**config.mk**
```make
export PLATFORM = sky130hd
export DESIGN_NAME = rtc_calendar
export DESIGN_NICKNAME = d
export VERILOG_FILES = /design/src/rtl/rtc_pkg.sv /design/src/rtl/rtc_prescaler.sv /design/src/rtl/rtc_time_chain.sv /design/src/rtl/rtc_regport.sv /design/src/rtl/rtc_calendar.sv
export SDC_FILE = /design/constraint.sdc
export NUM_CORES = 1
export LEC_CHECK = 0
export ABC_AREA = 1
export ABC_CLOCK_PERIOD_IN_PS = 3800
export BUFFER_PORTS_ARGS = -buffer_cell sky130_fd_sc_hd__buf_2
export CORE_ASPECT_RATIO = 0.7
export CORE_MARGIN = 5
export CORE_UTILIZATION = 56
export DETAILED_ROUTE_END_ITERATION = 10
export GPL_TIMING_DRIVEN = 0
export PLACE_DENSITY = 0.86
export SLEW_MARGIN = 20
export SYNTH_ARGS = -nofsm -noshare
export SYNTH_HDL_FRONTEND = slang
export SYNTH_SLANG_ARGS = --single-unit
```
**constraint.sdc**
```tcl
create_clock -name clk -period 3.8 [get_ports clk]
set_clock_uncertainty 0.05 [all_clocks]
set_input_delay 0.57 -clock clk [delete_from_list [all_inputs] [get_ports clk]]
set_output_delay 0.57 -clock clk [all_outputs]
set_load 0.05 [all_outputs]
```
**src/rtl/rtc_pkg.sv**
```systemverilog
// Shared types and conversion helpers for the clock/calendar counter.
// Assumes: BCD inputs to bcd2bin hold digits 0-9; binary inputs to bin2bcd are 0-99.
package rtc_pkg;

    typedef enum logic [2:0] {
        F_SEC  = 3'd0,
        F_MIN  = 3'd1,
        F_HOUR = 3'd2,
        F_DOW  = 3'd3,
        F_DOM  = 3'd4,
        F_MON  = 3'd5,
        F_YEAR = 3'd6,
        F_NONE = 3'd7
    } field_e;

    typedef struct packed {
        logic [6:0] year;   // 0..99
        logic [3:0] mon;    // 1..12
        logic [4:0] dom;    // 1..31
        logic [2:0] dow;    // 1..7, 1 = Sunday
        logic [4:0] hour;   // 0..23
        logic [5:0] min;    // 0..59
        logic [5:0] sec;    // 0..59
    } tod_t;

    function automatic logic [7:0] bin2bcd(input logic [6:0] v);
        logic [6:0] tens;
        logic [6:0] units;
        tens  = v / 7'd10;
        units = v % 7'd10;
        return {tens[3:0], units[3:0]};
    endfunction

    function automatic logic [6:0] bcd2bin(input logic [7:0] b);
        return ({3'b000, b[7:4]} * 7'd10) + {3'b000, b[3:0]};
    endfunction

    // Last day of a month; a year with two low bits zero is divisible by 4.
    function automatic logic [4:0] month_len(input logic [3:0] m, input logic [6:0] y);
        case (m)
            4'd4, 4'd6, 4'd9, 4'd11: return 5'd30;
            4'd2:                    return (y[1:0] == 2'b00) ? 5'd29 : 5'd28;
            default:                 return 5'd31;
        endcase
    endfunction

endpackage

```
**src/rtl/rtc_prescaler.sv**
```systemverilog
// Divides the reference enable down to one pulse per DIV reference pulses.
// Assumes: DIV >= 2; hold clears the count so a released hold starts a full period.
module rtc_prescaler #(
    parameter int DIV = 32768
) (
    input  logic clk,
    input  logic rst_n,
    input  logic ref_tick,
    input  logic hold,
    output logic sec_tick
);
    localparam int CW = (DIV > 1) ? $clog2(DIV) : 1;
    localparam logic [CW-1:0] LAST = CW'(DIV - 1);

    logic [CW-1:0] cnt_q;

    assign sec_tick = ref_tick && !hold && (cnt_q == LAST);

    // Count reference pulses, wrapping at LAST, cleared while held.
    always_ff @(posedge clk) begin
        if (!rst_n || hold) begin
            cnt_q <= '0;
        end else if (ref_tick) begin
            cnt_q <= (cnt_q == LAST) ? '0 : cnt_q + 1'b1;
        end
    end
endmodule

```
**src/rtl/rtc_time_chain.sv**
```systemverilog
// Binary 24-hour counter chain: seconds through year, with leap years and
// optional daylight-saving changes. A write takes priority over an advance.
// Assumes: written values are legal for their field.
module rtc_time_chain
    import rtc_pkg::*;
(
    input  logic       clk,
    input  logic       rst_n,
    input  logic       adv,
    input  logic       dst_en,
    input  logic       wr_en,
    input  field_e     wr_sel,
    input  logic [6:0] wr_val,
    output tod_t       tod,
    output logic       upd_done
);
    tod_t tod_q;
    tod_t nxt;
    logic rep_q;
    logic rep_n;
    logic step;
    logic spring_day;
    logic fall_day;

    assign step = adv && !wr_en;
    assign tod  = tod_q;

    // Compute the time one second after the current value.
    always_comb begin
        nxt        = tod_q;
        rep_n      = rep_q;
        spring_day = dst_en && tod_q.mon == 4'd4  && tod_q.dow == 3'd1 && tod_q.dom <= 5'd7;
        fall_day   = dst_en && tod_q.mon == 4'd10 && tod_q.dow == 3'd1 && tod_q.dom >= 5'd25;
        if (tod_q.sec != 6'd59) begin
            nxt.sec = tod_q.sec + 6'd1;
        end else begin
            nxt.sec = 6'd0;
            if (tod_q.min != 6'd59) begin
                nxt.min = tod_q.min + 6'd1;
            end else begin
                nxt.min = 6'd0;
                if (tod_q.hour == 5'd1 && spring_day) begin
                    nxt.hour = 5'd3;
                end else if (tod_q.hour == 5'd1 && fall_day && !rep_q) begin
                    nxt.hour = 5'd1;
                    rep_n    = 1'b1;
                end else if (tod_q.hour == 5'd23) begin
                    nxt.hour = 5'd0;
                    nxt.dow  = (tod_q.dow == 3'd7) ? 3'd1 : tod_q.dow + 3'd1;
                    if (tod_q.dom == month_len(tod_q.mon, tod_q.year)) begin
                        nxt.dom = 5'd1;
                        if (tod_q.mon == 4'd12) begin
                            nxt.mon  = 4'd1;
                            nxt.year = (tod_q.year == 7'd99) ? 7'd0 : tod_q.year + 7'd1;
                        end else begin
                            nxt.mon = tod_q.mon + 4'd1;
                        end
                    end else begin
                        nxt.dom = tod_q.dom + 5'd1;
                    end
                end else begin
                    nxt.hour = tod_q.hour + 5'd1;
                    if (tod_q.hour == 5'd1) rep_n = 1'b0;
                end
            end
        end
    end

    // Apply a host write or a one-second step, and flag completed steps.
    always_ff @(posedge clk) begin
        if (!rst_n) begin
            tod_q    <= '{year: 7'd0, mon: 4'd1, dom: 5'd1, dow: 3'd1,
                          hour: 5'd0, min: 6'd0, sec: 6'd0};
            rep_q    <= 1'b0;
            upd_done <= 1'b0;
        end else begin
            upd_done <= step;
            if (wr_en) begin
                case (wr_sel)
                    F_SEC:   tod_q.sec  <= wr_val[5:0];
                    F_MIN:   tod_q.min  <= wr_val[5:0];
                    F_HOUR:  begin
                        tod_q.hour <= wr_val[4:0];
                        rep_q      <= 1'b0;
                    end
                    F_DOW:   tod_q.dow  <= wr_val[2:0];
                    F_DOM:   tod_q.dom  <= wr_val[4:0];
                    F_MON:   tod_q.mon  <= wr_val[3:0];
                    F_YEAR:  tod_q.year <= wr_val;
                    default: ;
                endcase
            end else if (step) begin
                tod_q <= nxt;
                rep_q <= rep_n;
            end
        end
    end
endmodule

```
**src/rtl/rtc_regport.sv**
```systemverilog
// Translates between the binary 24-hour counters and the host coding
// (BCD or binary, 12- or 24-hour). Purely combinational.
// Assumes: host data is legal for the selected coding.
module rtc_regport
    import rtc_pkg::*;
(
    input  logic       bcd_mode,
    input  logic       hr24,
    input  logic [2:0] addr,
    input  logic [7:0] wr_data,
    input  tod_t       tod,
    output logic [6:0] wr_val,
    output logic [7:0] rd_data
);
    logic [6:0] plain;
    logic [6:0] wh12;
    logic [6:0] wbase;
    logic [6:0] hmod;
    logic [6:0] rh12;
    logic [6:0] val;
    logic [7:0] enc;
    logic       is_hour;
    logic       pm;

    assign is_hour = (addr == 3'd2);
    assign pm      = (tod.hour >= 5'd12);

    // Decode host write data into a binary 24-hour value.
    always_comb begin
        plain = bcd_mode ? bcd2bin(wr_data) : wr_data[6:0];
        wh12  = bcd_mode ? bcd2bin({1'b0, wr_data[6:0]}) : wr_data[6:0];
        wbase = (wh12 == 7'd12) ? 7'd0 : wh12;
        if (is_hour && !hr24) wr_val = wbase + (wr_data[7] ? 7'd12 : 7'd0);
        else                  wr_val = plain;
    end

    // Encode the addressed field into the host coding.
    always_comb begin
        hmod = pm ? {2'b00, tod.hour} - 7'd12 : {2'b00, tod.hour};
        rh12 = (hmod == 7'd0) ? 7'd12 : hmod;
        case (addr)
            3'd0:    val = {1'b0, tod.sec};
            3'd1:    val = {1'b0, tod.min};
            3'd2:    val = hr24 ? {2'b00, tod.hour} : rh12;
            3'd3:    val = {4'b0000, tod.dow};
            3'd4:    val = {2'b00, tod.dom};
            3'd5:    val = {3'b000, tod.mon};
            3'd6:    val = tod.year;
            default: val = 7'd0;
        endcase
        enc = bcd_mode ? bin2bcd(val) : {1'b0, val};
        if (is_hour && !hr24) rd_data = {pm, enc[6:0]};
        else                  rd_data = enc;
    end
endmodule

```
**src/rtl/rtc_calendar.sv**
```systemverilog
// Top of the clock/calendar counter: prescaler, counter chain and host port.
// Assumes: ref_tick is a one-cycle enable synchronous to clk.
module rtc_calendar
    import rtc_pkg::*;
#(
    parameter int DIV = 32768
) (
    input  logic       clk,
    input  logic       rst_n,
    input  logic       ref_tick,
    input  logic       set_hold,
    input  logic       bcd_mode,
    input  logic       hr24,
    input  logic       dst_en,
    input  logic       wr_en,
    input  logic [2:0] addr,
    input  logic [7:0] wr_data,
    output logic [7:0] rd_data,
    output logic       upd_done
);
    logic       sec_tick;
    logic [6:0] wr_val;
    tod_t       tod;

    rtc_prescaler #(.DIV(DIV)) u_presc (
        .clk      (clk),
        .rst_n    (rst_n),
        .ref_tick (ref_tick),
        .hold     (set_hold),
        .sec_tick (sec_tick)
    );

    rtc_time_chain u_chain (
        .clk      (clk),
        .rst_n    (rst_n),
        .adv      (sec_tick),
        .dst_en   (dst_en),
        .wr_en    (wr_en),
        .wr_sel   (field_e'(addr)),
        .wr_val   (wr_val),
        .tod      (tod),
        .upd_done (upd_done)
    );

    rtc_regport u_port (
        .bcd_mode (bcd_mode),
        .hr24     (hr24),
        .addr     (addr),
        .wr_data  (wr_data),
        .tod      (tod),
        .wr_val   (wr_val),
        .rd_data  (rd_data)
    );
endmodule

```
# --- After elaboration in Yosys (flattened, before gate mapping) ---
# Cells that the tools add are included.
# W data, S select, Z words.
word_totals:
  regBits: 53
  elab_cells: 153
  out_inout_bits: 9
  input_bits: 19
classes:
  div: 2
  n_mux: 53
  n_addsub: 12
  n_reduce_logical: 36
  order_cmp: 3
  n_eq_ne: 35
  mul: 2
ops:
  columns: ["cell", "count"]
  rows:
  - ["$mux W36", 2]
  - ["$mux W7", 10]
  - ["$mux W19", 3]
  - ["$mux W5", 11]
  - ["$pmux W7 S7", 1]
  - ["$mux W30", 1]
  - ["$mux W24", 1]
  - ["$mux W6", 4]
  - ["$reduce_and A7 Y1", 3]
  - ["$eq A4 B4 Y1 const B", 4]
  - ["$mux W8", 2]
  - ["$add A15 B1 Y15 const B", 1]
  - ["$eq A15 B15 Y1 const B", 1]
  - ["$mux W15", 1]
  - ["$add A7 B4 Y7", 2]
  - ["$ne A2 B1 Y1 const B", 7]
  - ["$logic_and A1 B1 Y1", 13]
  - ["$add A6 B1 Y6 const B", 2]
  - ["$eq A3 B3 Y1 const B", 4]
  - ["$mux W4", 3]
  - ["$ne A6 B6 Y1 const B", 2]
  - ["$mux W11", 1]
  - ["$add A5 B1 Y5 const B", 2]
  - ["$mux W1", 10]
  - ["other kinds (38)", 52]

# --- Depth between registers and ports, before layout ---
# Gate-level depths: netlist of run 1.
logic_depth:
  ltp_word: 19
  ltp_mapped: 26
  ltp_nobuf: 26

# --- By module ---
# A second synthesis of run 1 with hierarchy kept.
hier_totals:
  hier_cells: 781
  area_unflattened_um2: 4878.4
by_module_without_submodules:
  columns: ["module", "cells_per_inst", "seq_area_each_um2", "area_per_inst_um2", "n_inst"]
  rows:
  - ["rtc_time_chain", 408, 760.7, 2638.8, 1]
  - ["rtc_regport", 258, 0.0, 1450.1, 1]
  - ["rtc_prescaler", 115, 300.3, 789.5, 1]

# --- Least setup slack after synthesis of run 1 ---
# OpenSTA, ideal clock, no wires.
synth_path:
  path_kind: "register to output"
  from: "register u_chain.tod_q (netlist bit u_chain.tod[14])"
  to: "output port rd_data[4]"
  required_ps: 3180
  n_path_buf: 0
  path_stages_with_launch: 26
  slack_ps: 38
  arrival_ps: 3142
  path_cell_list: "dfxtp_1 > ha_1 > inv_1 > ha_1 > nand2_4 > nand2_1 > nand2_1 > nor2_1 > nand2_1 > nand2_1 > a21oi_4 > nand2_2 > nand2_4 > nand2_4 > nand2_2 > nand2_2 > nand2_1 > nand3_1 > nand2_1 > inv_2 > ha_1 > inv_1 > nand3_2 > nand3_2 > nand2_1 > o21ai_1"
synth_via:
  elab_chain_len: 9
  word_cells_on_any_way: 10
  cone_classes: "add/sub: 1; div: 1; order compare: 1; mux: 6; reduce/logical: 1"
synth_lines:
  columns: ["element", "line_no", "source"]
  rows:
  - ["start, declared", "rtc_time_chain.sv:17", "tod_t tod_q;"]
  - ["start signal, assigned", "rtc_time_chain.sv:72", "tod_q <= '{year: 7'd0, mon: 4'd1, dom: 5'd1, dow: 3'd1,"]
  - ["start signal, assigned", "rtc_time_chain.sv:93", "tod_q <= nxt;"]
  - ["$sub A5 B4 Y6 or $ge A5 B4 Y1 (tied branches)", "rtc_regport.sv:39, rtc_regport.sv:26", null]
  - ["$mux W7", "rtc_regport.sv:39", "hmod = pm ? {2'b00, tod.hour} - 7'd12 : {2'b00, tod.hour};"]
  - ["$logic_not A7 Y1", "rtc_regport.sv:40", "rh12 = (hmod == 7'd0) ? 7'd12 : hmod;"]
  - ["$mux W7", "rtc_regport.sv:40", null]
  - ["$mux W7 (*)", "rtc_regport.sv:44", "3'd2: val = hr24 ? {2'b00, tod.hour} : rh12;"]
  - ["$pmux W7 S7 (*)", "rtc_regport.sv:41", "case (addr)"]
  - ["$div A7 B4 Y7", "rtc_pkg.sv:29", "tens = v / 7'd10;"]
  - ["$mux W8 (*)", "rtc_regport.sv:51", "enc = bcd_mode ? bin2bcd(val) : {1'b0, val};"]
  - ["$mux W8 (*)", "rtc_regport.sv:52", "if (is_hour && !hr24) rd_data = {pm, enc[6:0]};"]
  - ["end, declared", "rtc_calendar.sv:18", "output logic [7:0] rd_data,"]
# Every way passes the cells marked *; elsewhere a longest branch is shown, timed or not.

# --- Worst setup path in the final report of run 1 ---
layout_path:
  from: "register u_chain.tod_q (netlist bit u_chain.tod[14])"
  to: "output port rd_data[3]"
layout_via:
  elab_chain_len: 9
  word_cells_on_any_way: 10
  cone_classes: "add/sub: 1; div: 1; order compare: 1; mux: 6; reduce/logical: 1"
layout_lines:
  columns: ["element", "line_no", "source"]
  rows:
  - ["$sub A5 B4 Y6 or $ge A5 B4 Y1 (tied branches)", "rtc_regport.sv:39, rtc_regport.sv:26", null]
  - ["$mux W7", "rtc_regport.sv:39", null]
  - ["$logic_not A7 Y1", "rtc_regport.sv:40", null]
  - ["$mux W7", "rtc_regport.sv:40", null]
  - ["$mux W7 (*)", "rtc_regport.sv:44", null]
  - ["$pmux W7 S7 (*)", "rtc_regport.sv:41", null]
  - ["$mod A7 B4 Y7", "rtc_pkg.sv:30", "units = v % 7'd10;"]
  - ["$mux W8 (*)", "rtc_regport.sv:51", null]
  - ["$mux W8 (*)", "rtc_regport.sv:52", null]
# Marked as above.

==> metrics.csv, run 1 <==
stage,metric,value,unit
outcome,status,finished with violations,
outcome,violations,negative setup slack,
sta,finalMaxSlewViolations,0,
route,ant_nets,0,
cts,cts.sinks,53,
yosys,syn_inst,681,
global_routing,grt_start_max_net_pins,20,
floorplanning,die_y,85.4,um
cts,clockBufferDepth,2,
worst_setup_path,cp-start-kind,flip-flop,
layout,diodes,0,
place,hpwl,9.85,mm
route,vias,5279,
floorplanning,row_count,27,
yosys,netlist.top_cell.by_area,dfxtp_1,
yosys,ys_seq_area_share,23.3,%
cts,cts_root_buffer,clkbuf_16,
sta,rsz0062_at_grt,true,
worst_setup_path,worstPathRequired,3.18,ns
yosys,synth-edff-count,0,
global_routing,grt_antenna_before_repair,0,
sta,worst_pin_slew,0.807,ns
cts,cts_max_level,2,
layout,area_delta_synth_final,21.4,%
floorplanning,core,7870,um^2
floorplanning,start_util,57.7,%
hold_path,worstHoldStart,set_hold,
sta,fin_ws,-0.0977,ns
place,finalWeightedCongestion,0.958,
layout,post-route-util,70.1,%
layout,nets,797,
route,first_pass_iters,6,
power,pwr_density_cell,277,nW/um^2
global_routing,grt_first_pass_wirelength,22.0,mm
hold_path,hold_path_class,in2reg,
floorplanning,die_width,118,um
route,drcViolationCount,0,
yosys,synthArstFlopShare,0,%
worst_setup_path,cp-startpoint,u_chain.tod[14]$_SDFFE_PN0P_,
sta,fin_crit_sh,103,%
sta,setup_viol,4,
worst_setup_path,crit_fanout,6,
cts,cts_buffers,5,
yosys,ys_ff_latch,53,
route,routed_via_density,6.25,
yosys,synth.cell_area,4540,um^2
yosys,ys.flop_type,dfxtp_1,
power,leakagePower,0.00244,uW
worst_setup_path,crit_type,reg2out,
yosys,avgSynthCellArea,6.67,um^2
global_routing,grt_usage,26.1,%
yosys,ys_top_cells_by_count,"116 x nand2_1, 94 x inv_1, 62 x o21ai_0",
route,drt_iter0_markers,681,
route,post_drt_wl_per_cell,17.1,um
yosys,ys_top_cells_by_area,"dfxtp_1 23%, nand2_1 9.6%, ha_1 8.8%, inv_1 7.8%, o21ai_0 6.8%",
floorplanning,die_area,10000,um^2
sta,slew_headroom,45.8,%
global_routing,grt-ovfl-total,0,
worst_setup_path,worstReg2RegStart,u_presc.cnt_q[0]$_SDFFE_PP0P_,
sta,fmax,257,MHz
job,drv_cap,0,
power,power,1530,uW
yosys,yosys_warnings,0,
cts,path_clk_slew,0.08,ns
layout,final_layout_size_suffix_gt1_share,23.8,%
cts,clock_latency,0.31,ns
worst_setup_path,arrival,3.28,ns
sta,hold_viol_final,0,
yosys,synth.most_common_cell,nand2_1,
global_routing,grt_pass1_vias,4668,
route,routed_wl,14.5,mm
floorplanning,pin_count,28,
cts,cts_tree,built,
yosys,syn_nets,735,
power,vdd_ir_drop_max,0.242,mV
yosys,synth_top_area_share,23.3,%
worst_setup_path,worstSetupEndpointType,output pin,
place,portBuffers,26,
sta,period_minus_slack,3.90,ns
yosys,synth.distinct_cells,44,
cts,cts_hold_buf,0,
-- final cells by class --
type	instances	area (um^2)
fillers	617	2350
multi-input cells	508	3330
clock inverters	3	28.8
clock buffers	5	125
plain buffers	11	45.0
repair buffers	55	380
inverters	109	409
well taps	101	126
flip-flops and latches	53	1070
-- flip-flops by register name (all words and copies together), names as in the netlist --
name and count:
u_chain.upd_done 1, u_chain.tod 36, u_presc.cnt_q 15, u_chain.rep_q 1
-- where the power goes --
group	internal (uW)	leakage [uW]	switching, uW
logic	161	0.00193	293
registers	569	0.000433	19.4
clock network	253	0.0000763	234
total	983	0.00244	547
-- repair_timing --
item / in CTS / in global routing
pin swaps: 16 / 31
setup endpoints to repair: 24 / 24
resized for setup: 41 / 63
buffers inserted: 14 / 15
gates cloned: 0 / 0
-- through the flow --
stage	setup TNS, ns	instances	cell area [um^2]	worst slack, ns	hold WS (ns)
2_1_floorplan	0	681	4540	0.0375	0.388
3_3_place_gp	-10.73	808	4800	-0.883	0.403
3_5_place_dp	-14.19	808	4800	-1.06	0.417
4_1_cts	0	830	5200	0.00468	0.407
5_1_grt	-1.05	845	5520	-0.223	0.409
6_report	-0.330	845	5520	-0.0977	0.417
-- layout by cell type, fill, tap and decap left out, drive strengths merged, types with 8 or more instances in the layout --
master,count
xnor2,9
nand4,12
a221oi,8
o21ai,66
ha,32
inv,111
a21oi,39
nor3,18
clkbuf,12
nand2,125
a211oi,9
buf,59
nor2,65
nand3,63
xor2,21
dfxtp,53
a31oi,11
-- layer usage --
layer / wire length [um] / share of wire, % / up-vias / GRT usage [%]
met2: 6490 / 45 / 351 / 41.2
met5: 0 / 0 / - / 0
met1: 5900 / 41 / 2439 / 34.7
met4: 522 / 3.6 / 0 / 10.1
li1: - / - / 2415 / -
met3: 1540 / 11 / 74 / 6.06
-- worst paths after layout --
path | end | slack, ns | depth (start not counted)
worst max-delay path | rd_data[3] | -0.1 | 23
worst min-delay path | u_chain.upd_done$_SDFF_PN0_ | 0.42 | 2
worst max register to register | u_chain.rep_q$_SDFFE_PN0P_ | 0.88 | 20
worst min register to register | u_presc.cnt_q[11]$_SDFFE_PP0P_ | 0.43 | 2
-- cells by family (layout without fill, tap and decap cells) --
kind of cell	Yosys count	in the layout	synth area share [%]
compound gates	147	147	19.5
xor+xnor	30	30	5.78
fa+ha+maj	35	35	10.1
buf+inv	120	183	9.99
flops	53	53	23.3
simple gates	296	296	31.2
-- critical path, stage by stage (launching register included) --
cell and delay [ns]:
dfxtp_4 0.37, ha_4 0.16, inv_2 0.04, ha_4 0.26
inv_2 0.04, nand2_4 0.07, nand3_4 0.07, a21oi_4 0.25
inv_2 0.09, nand2_4 0.09, nand2_4 0.07, nand2_4 0.07
nand2_4 0.06, nand2_4 0.11, nand2_4 0.07, nand4_1 0.13
nand3_2 0.11, nand2_2 0.09, inv_2 0.05, ha_4 0.16
o21ai_1 0.15, nand3_1 0.11, o21ai_0 0.11, buf_4 0.23
(Power assumes the default switching activity.)
==> inputs of run 2 (changes only) <==
--- a/config.mk
+++ b/config.mk
@@ -10,5 +10,5 @@
 export BUFFER_PORTS_ARGS = -buffer_cell sky130_fd_sc_hd__buf_2
 export CORE_ASPECT_RATIO = 0.7
-export CORE_MARGIN = 5
+export CORE_MARGIN = 10
 export CORE_UTILIZATION = 56
 export DETAILED_ROUTE_END_ITERATION = 10
==> constraint.sdc (replaced) <==
create_clock -name clk -period 3.8 [get_ports clk]
set_clock_uncertainty 0.05 [all_clocks]
set_input_delay 0.19 -clock clk [delete_from_list [all_inputs] [get_ports clk]]
set_output_delay 0.19 -clock clk [all_outputs]
set_load 0.05 [all_outputs]
==> run 2 against run 1 <==
Against the previous run:
- the flow now finishes without violations
- core utilization decreased by 4.8 points
- setup slack improved by 0.29 ns
- sequential cell count unchanged
- non-clock buffer count decreased by 21
- cell area decreased by 6.9%
- final cell count decreased by 2.5%
- global-route usage decreased by 5.0 points
- clock power about the same
- clock-buffer cell count unchanged
- via count decreased by 5.8%
- critical path depth increased by 4
- first-iteration DRC count increased by 16%
- critical path type unchanged
- largest power group unchanged
==> metrics.csv, run 2 (synthesis results as in run 1) <==
stage,metric,value,unit
outcome,status,"complete, no violations",
place,portBuffers,26,
worst_setup_path,crit_slowest_cell,dfxtp_4,
worst_setup_path,cp-startpoint,u_chain.tod[14]$_SDFFE_PN0P_,
floorplanning,die_y,95.4,um
worst_setup_path,cp_common_cell,nand2_1,
floorplanning,core,7870,um^2
worst_setup_path,critical-path-max-stage-delay,0.37,ns
floorplanning,row_count,27,
worst_setup_path,r2r_setup_slack,0.91,ns
hold_path,hold_path_class,in2reg,
power,p_clk_share,33.3,%
power,p_seq_share,40.4,%
place,placed_area,4800,um^2
route,ant_nets,0,
sta,hold_viol_final,0,
worst_setup_path,cp-start-kind,flip-flop,
sta,worst_pin_slew,0.821,ns
power,power.internal,947,uW
layout,final_layout_size_suffix_gt1_share,15.9,%
cts,cts.sinks,53,
route,post_drt_wl_per_cell,16.0,um
cts,cts_tree,built,
hold_path,holdPathStages,2,
layout,fillers,676,
power,pwr_density_cell,284,nW/um^2
floorplanning,die_area,12200,um^2
sta,rsz0062_at_grt,true,
route,drt_iter0_markers,788,
cts,cts_hold_buf,0,
place,dpl_worst_slack,-0.711,ns
layout,layout.cells.most_common,nand2_1,
worst_setup_path,endpoint,rd_data[1],
sta,finalMaxSlewViolations,0,
worst_setup_path,worstReg2RegStart,u_presc.cnt_q[0]$_SDFFE_PP0P_,
cts,path_clk_slew,0.08,ns
global_routing,grt_antenna_before_repair,0,
worst_setup_path,worst_r2r_path_depth,20,
cts,cts_root_buffer,clkbuf_16,
route,first_pass_iters,6,
cts,clock_latency,0.31,ns
floorplanning,start_util,57.7,%
floorplanning,pin_count,28,
place,hpwl,9.99,mm
place,place_inst,808,
sta,setup_viol,0,
worst_setup_path,crit_fanout,7,
route,routed_via_density,6.04,
cts,cts_buffers,5,
sta,period_minus_slack,3.60,ns
power,combinationalPowerShare,26.2,%
layout,final_cell_mix,"114 x nand2_1, 92 x inv_1, 59 x o21ai_0",
worst_setup_path,r2r-end,u_chain.rep_q$_SDFFE_PN0P_,
worst_setup_path,worstSetupEndpointType,output pin,
cts,cts_max_level,2,
place,finalWeightedCongestion,1.03,
global_routing,grt_pass1_vias,4589,
layout,largest_reg_flops,36,
global_routing,grt_usage,21.1,%
layout,stdcell_area,5140,um^2
layout,nets,776,
sta,slew_headroom,44.9,%
power,vdd_ir_drop_max,0.180,mV
sta,hold_ws,0.0255,ns
power,leakagePower,0.00227,uW
global_routing,grt-ovfl-total,0,
route,vias,4974,
global_routing,grt_start_max_net_pins,20,
layout,diodes,0,
worst_setup_path,arrival,3.36,ns
global_routing,grt_first_pass_wirelength,21.3,mm
sta,fmax,277,MHz
power,netSwitchingPower,510,uW
worst_setup_path,worstPathRequired,3.56,ns
layout,fin_cells,824,
route,drcViolationCount,0,
sta,fin_ws,0.196,ns
worst_setup_path,crit_type,reg2out,
layout,area_delta_synth_final,13.0,%
cts,clockBufferDepth,2,
floorplanning,die_width,128,um
route,routed_wl,13.2,mm
power,switching_share,35.0,%
sta,fin_crit_sh,94.8,%
job,drv_cap,0,
## run 2: cell types whose count changed in the layout (fill, tap and decap cells not counted), moves of 3 or more
cell | previous run | this run
o21ai_0 | 53 | 59
nand2_1 | 99 | 114
inv_1 | 83 | 92
nand3_1 | 47 | 52
nand3_4 | 6 | 3
nor2_1 | 54 | 57
nand2_2 | 13 | 7
inv_2 | 26 | 17
buf_4 | 28 | 7
ha_1 | 26 | 29
nand2_4 | 12 | 4
o21ai_1 | 8 | 4
## run 2: worst min-delay path by stage
stage	from	end	slack, ns
floorplan	set_hold	u_chain.upd_done$_SDFF_PN0_	0.22
global placement	set_hold	u_chain.upd_done$_SDFF_PN0_	0.34
detailed placement	set_hold	u_chain.upd_done$_SDFF_PN0_	0.35
CTS	set_hold	u_chain.upd_done$_SDFF_PN0_	0.02
global route	set_hold	u_chain.upd_done$_SDFF_PN0_	0.02
finish	set_hold	u_chain.upd_done$_SDFF_PN0_	0.03
## run 2: metal layers
layer / part of all wire [%] / vias to the layer above / GRT usage, %
met3: 10 / 42 / 4.21
met2: 45 / 288 / 33.8
met1: 42 / 2280 / 27.6
li1: - / 2364 / -
met4: 2.7 / 0 / 8.13
met5: 0 / - / 0
## run 2: timing repair
| action | 4_1_cts | 5_1_grt |
|---|---|---|
| buffers inserted | 2 | 6 |
| pin swaps | 2 | 10 |
| endpoints found under the setup margin | 16 | 15 |
| resized for setup | 11 | 22 |
## run 2: cell type report
cell class | instances | area, um^2 | share of cell area (%)
tap | 101 | 126 | 2.46
sequential | 53 | 1070 | 20.9
buffer | 11 | 45.0 | 0.877
timing repair buffer | 34 | 221 | 4.31
multi-input combinational | 508 | 3110 | 60.5
clock buffer | 5 | 125 | 2.44
clock inverter | 3 | 26.3 | 0.512
inverter | 109 | 409 | 7.97
## run 2: stage by stage
| stage | total power (uW) | utilization [%] | TNS [ns] |
|---|---|---|---|
| finish | 1460 | 65.3 | 0 |
| floorplan | 847 | - | 0 |
| global route | 1520 | 65.3 | -0.109 |
| detailed placement | 947 | 61.0 | -7.16 |
| CTS | 1430 | 63.4 | 0 |
| global placement | 929 | 61.0 | -3.12 |
## run 2: critical path, delay by kind of cell (launching register included)
family | cells | cell delay [ns]
AOI/OAI and AO/OA | 1 | 0.09
adders and majority gates | 3 | 0.51
buffers and inverters | 6 | 0.53
DFF | 1 | 0.37
and+or+nand+nor | 17 | 1.54
## run 2: power by group through the flow
stage | Sequential, uW | Clock (uW) | Combinational [uW]
after floorplan | 596 | 0 | 250
after global placement | 601 | 0 | 328
after detailed placement | 602 | 0 | 345
after CTS | 589 | 489 | 354
after global routing | 591 | 513 | 417
final | 589 | 486 | 382
==> inputs of run 3 (changes only) <==
CORE_UTILIZATION = 43   (was 56)
PLACE_DENSITY = 0.71   (was 0.86)
RECOVER_POWER = 100   (was unset)
SYNTH_HIERARCHICAL = 1   (was unset)
==> run 3 against run 2 <==
Against the previous run:
- clock-buffer cell count did not move
- wire length is 4.4% higher
- sequential power rose by 3.9%
- critical path depth fell by 7
- register-to-register slack got worse by 0.32 ns
- combinational power up 24%
- die area up 32%
- first-iteration DRC count down 36%
- setup slack improved by 0.044 ns
- highest routed layer unchanged
==> metrics.csv, run 3 <==
stage,metric,value,unit
layout,fillers,1176,
worst_setup_path,crit_type,in2reg,
place,dpl_worst_slack,-0.0331,ns
yosys,syn_nets,832,
worst_setup_path,worstSetupEndpointType,flip-flop,
worst_setup_path,cp-start-kind,primary input,
cts,cts_root_buffer,clkbuf_16,
global_routing,grt_usage,16.7,%
place,place_inst,959,
yosys,avgSynthCellArea,6.25,um^2
cts,path_clk_slew,0.07,ns
yosys,ys_top_cells_by_area,"dfxtp_1 22%, nand2_1 15%, inv_1 8.1%, nor2_1 7.8%, ha_1 7.4%",
hold_path,hold_path_class,in2reg,
worst_setup_path,worstReg2RegStart,u_presc/cnt_q[0]$_SDFFE_PP0P_,
worst_setup_path,worst_r2r_path_depth,13,
hold_path,holdPathStages,2,
outcome,status,"complete, no violations",
place,hpwl,10.7,mm
cts,cts_tree,built,
power,p_clk_share,32.9,%
layout,final_layout_size_suffix_gt1_share,12.8,%
layout,area_delta_synth_final,11.4,%
job,drv_cap,0,
yosys,syn_inst,781,
power,power.internal,1050,uW
sta,hold_ws,0.102,ns
global_routing,grt_start_max_net_pins,17,
floorplanning,row_count,32,
hold_path,whs_endpoint,u_presc/cnt_q[1]$_SDFFE_PP0P_,
yosys,synth.most_common_cell,nand2_1,
yosys,synth.cell_area,4880,um^2
power,vdd_ir_drop_max,0.146,mV
sta,slew_headroom,47.1,%
hold_path,worstHoldStart,ref_tick,
route,drcViolationCount,0,
power,power,1610,uW
sta,worst_pin_slew,0.786,ns
cts,clock_latency,0.30,ns
sta,finalMaxSlewViolations,0,
route,first_pass_iters,5,
floorplanning,pin_count,28,
cts,cts_max_level,2,
sta,period_minus_slack,3.56,ns
power,netSwitchingPower,567,uW
sta,fin_ws,0.240,ns
global_routing,grt-ovfl-total,0,
global_routing,grt_antenna_before_repair,0,
route,post_drt_wl_per_cell,14.2,um
global_routing,grt_pass1_vias,4529,
layout,final_cell_mix,"193 x nand2_1, 105 x nor2_1, 103 x inv_1",
worst_setup_path,worstPathRequired,3.95,ns
layout,fin_cells,973,
yosys,synthArstFlopShare,0,%
floorplanning,start_util,44.1,%
sta,fmax,281,MHz
sta,hold_viol_final,0,
floorplanning,die_y,109,um
global_routing,grt_first_pass_wirelength,22.6,mm
layout,largest_reg_flops,36,
route,ant_nets,0,
worst_setup_path,arrival,3.71,ns
floorplanning,die_area,16100,um^2
worst_setup_path,r2r_setup_slack,0.59,ns
route,vias,5144,
power,p_seq_share,37.9,%
worst_setup_path,r2r-end,u_chain/tod[21]$_SDFFE_PN0P_,
yosys,synth_top_area_share,21.7,%
layout,layout.cells.most_common,nand2_1,
layout,nets,871,
route,routed_wl,13.8,mm
power,combinationalPowerShare,29.2,%
route,routed_via_density,5.29,
yosys,ys_top_cells_by_count,"197 x nand2_1, 105 x inv_1, 101 x nor2_1",
worst_setup_path,crit_fanout,5,
yosys,netlist.top_cell.by_area,dfxtp_1,
power,switching_share,35.1,%
route,drt_iter0_markers,504,
power,pwr_density_cell,297,nW/um^2
yosys,ys.flop_type,dfxtp_1,
power,leakagePower,0.00261,uW
yosys,synth-edff-count,0,
floorplanning,core,11100,um^2
yosys,ys_ff_latch,53,
yosys,yosys_warnings,6,
floorplanning,die_width,147,um
sta,fin_crit_sh,93.7,%
layout,diodes,0,
layout,post-route-util,49.2,%
yosys,synth.distinct_cells,49,
cts,clockBufferDepth,2,
sta,setup_viol,0,
place,portBuffers,25,
cts,cts.sinks,53,
cts,cts_buffers,5,
yosys,ys_seq_area_share,21.7,%
place,finalWeightedCongestion,0.946,
[run 3: final cells by class]
| type | count | area, um^2 | area share [%] |
|---|---|---|---|
| buffer | 13 | 76.3 | 1.40 |
| clock buffer | 5 | 125 | 2.30 |
| clock inverter | 2 | 38.8 | 0.714 |
| inverter | 116 | 440 | 8.10 |
| multi-input combinational | 599 | 3310 | 60.8 |
| sequential | 53 | 1070 | 19.7 |
| tap | 153 | 191 | 3.52 |
| timing repair buffer | 32 | 186 | 3.43 |
[run 3: kinds of logic after synthesis]
kind of cell,count (synthesis),synth area share [%]
adders and majority gates,32,8.67
AOI/OAI and AO/OA,121,14.9
and+or+nand+nor,423,39.8
buffers and inverters,129,10.8
DFF,53,21.7
xor gates and xnor gates,23,4.13
[run 3: timing repair]
| action | 4_1_cts | 5_1_grt |
|---|---|---|
| setup endpoints to repair | 3 | 6 |
| gates resized for setup | 2 | 32 |
| hold buffers | 0 | 0 |
| pin swaps | 0 | 11 |
| buffers inserted | 0 | 7 |
[run 3: critical path, stage by stage]
cell	delay, ns
buf_2	0.14
ha_1	0.29
ha_1	0.34
a21oi_1	0.24
inv_1	0.11
a21o_1	0.17
a31oi_1	0.17
inv_1	0.12
nor3_1	0.17
nand3_1	0.10
inv_1	0.08
nor2_1	0.04
ha_1	0.20
inv_1	0.07
fa_1	0.41
o21ai_0	0.18
nand2_1	0.22
inv_2	0.20
nor3_1	0.07
a211oi_1	0.18
[run 3: stage by stage]
stage | cell area (um^2) | setup TNS (ns)
final | 5440 | 0
after global routing | 5440 | -0.218
after CTS | 5360 | 0
after detailed placement | 5190 | -0.0470
after global placement | 5190 | 0
after floorplan | 4880 | 0
[run 3: how the worst max path moves through the flow]
| stage | from | endpoint | slack (ns) | cells past startpoint |
|---|---|---|---|---|
| after global placement | wr_data[6] | u_chain/tod[15]$_SDFFE_PN0P_ | 0.05 | 20 |
| final | wr_data[6] | u_chain/tod[15]$_SDFFE_PN0P_ | 0.24 | 20 |
| after CTS | u_chain/tod[14]$_SDFFE_PN0P_ | rd_data[1] | 0.06 | 27 |
| after detailed placement | wr_data[6] | u_chain/tod[15]$_SDFFE_PN0P_ | -0.03 | 20 |
| after floorplan | u_chain/tod[14]$_SDFFE_PN0P_ | rd_data[3] | 0.63 | 23 |
| after global routing | u_chain/tod[14]$_SDFFE_PN0P_ | rd_data[1] | -0.07 | 29 |
[run 3: routing by layer]
layer | wire [um] | up-vias | part of all wire (%) | global-route usage [%]
li1 | - | 2613 | - | -
met1 | 7030 | 2307 | 51 | 25.4
met2 | 5410 | 209 | 39 | 23.7
met3 | 1190 | 15 | 8.6 | 2.98
met4 | 143 | 0 | 1.0 | 3.31
met5 | 0 | - | 0 | 0
[run 3: power groups by stage]
stage          clock [uW]  sequential (uW)  combinational [uW]
2_1_floorplan           0              612                 324
3_3_place_gp            0              625                 427
3_5_place_dp            0              625                 433
4_1_cts               540              612                 435
5_1_grt               556              615                 528
6_report              531              612                 472
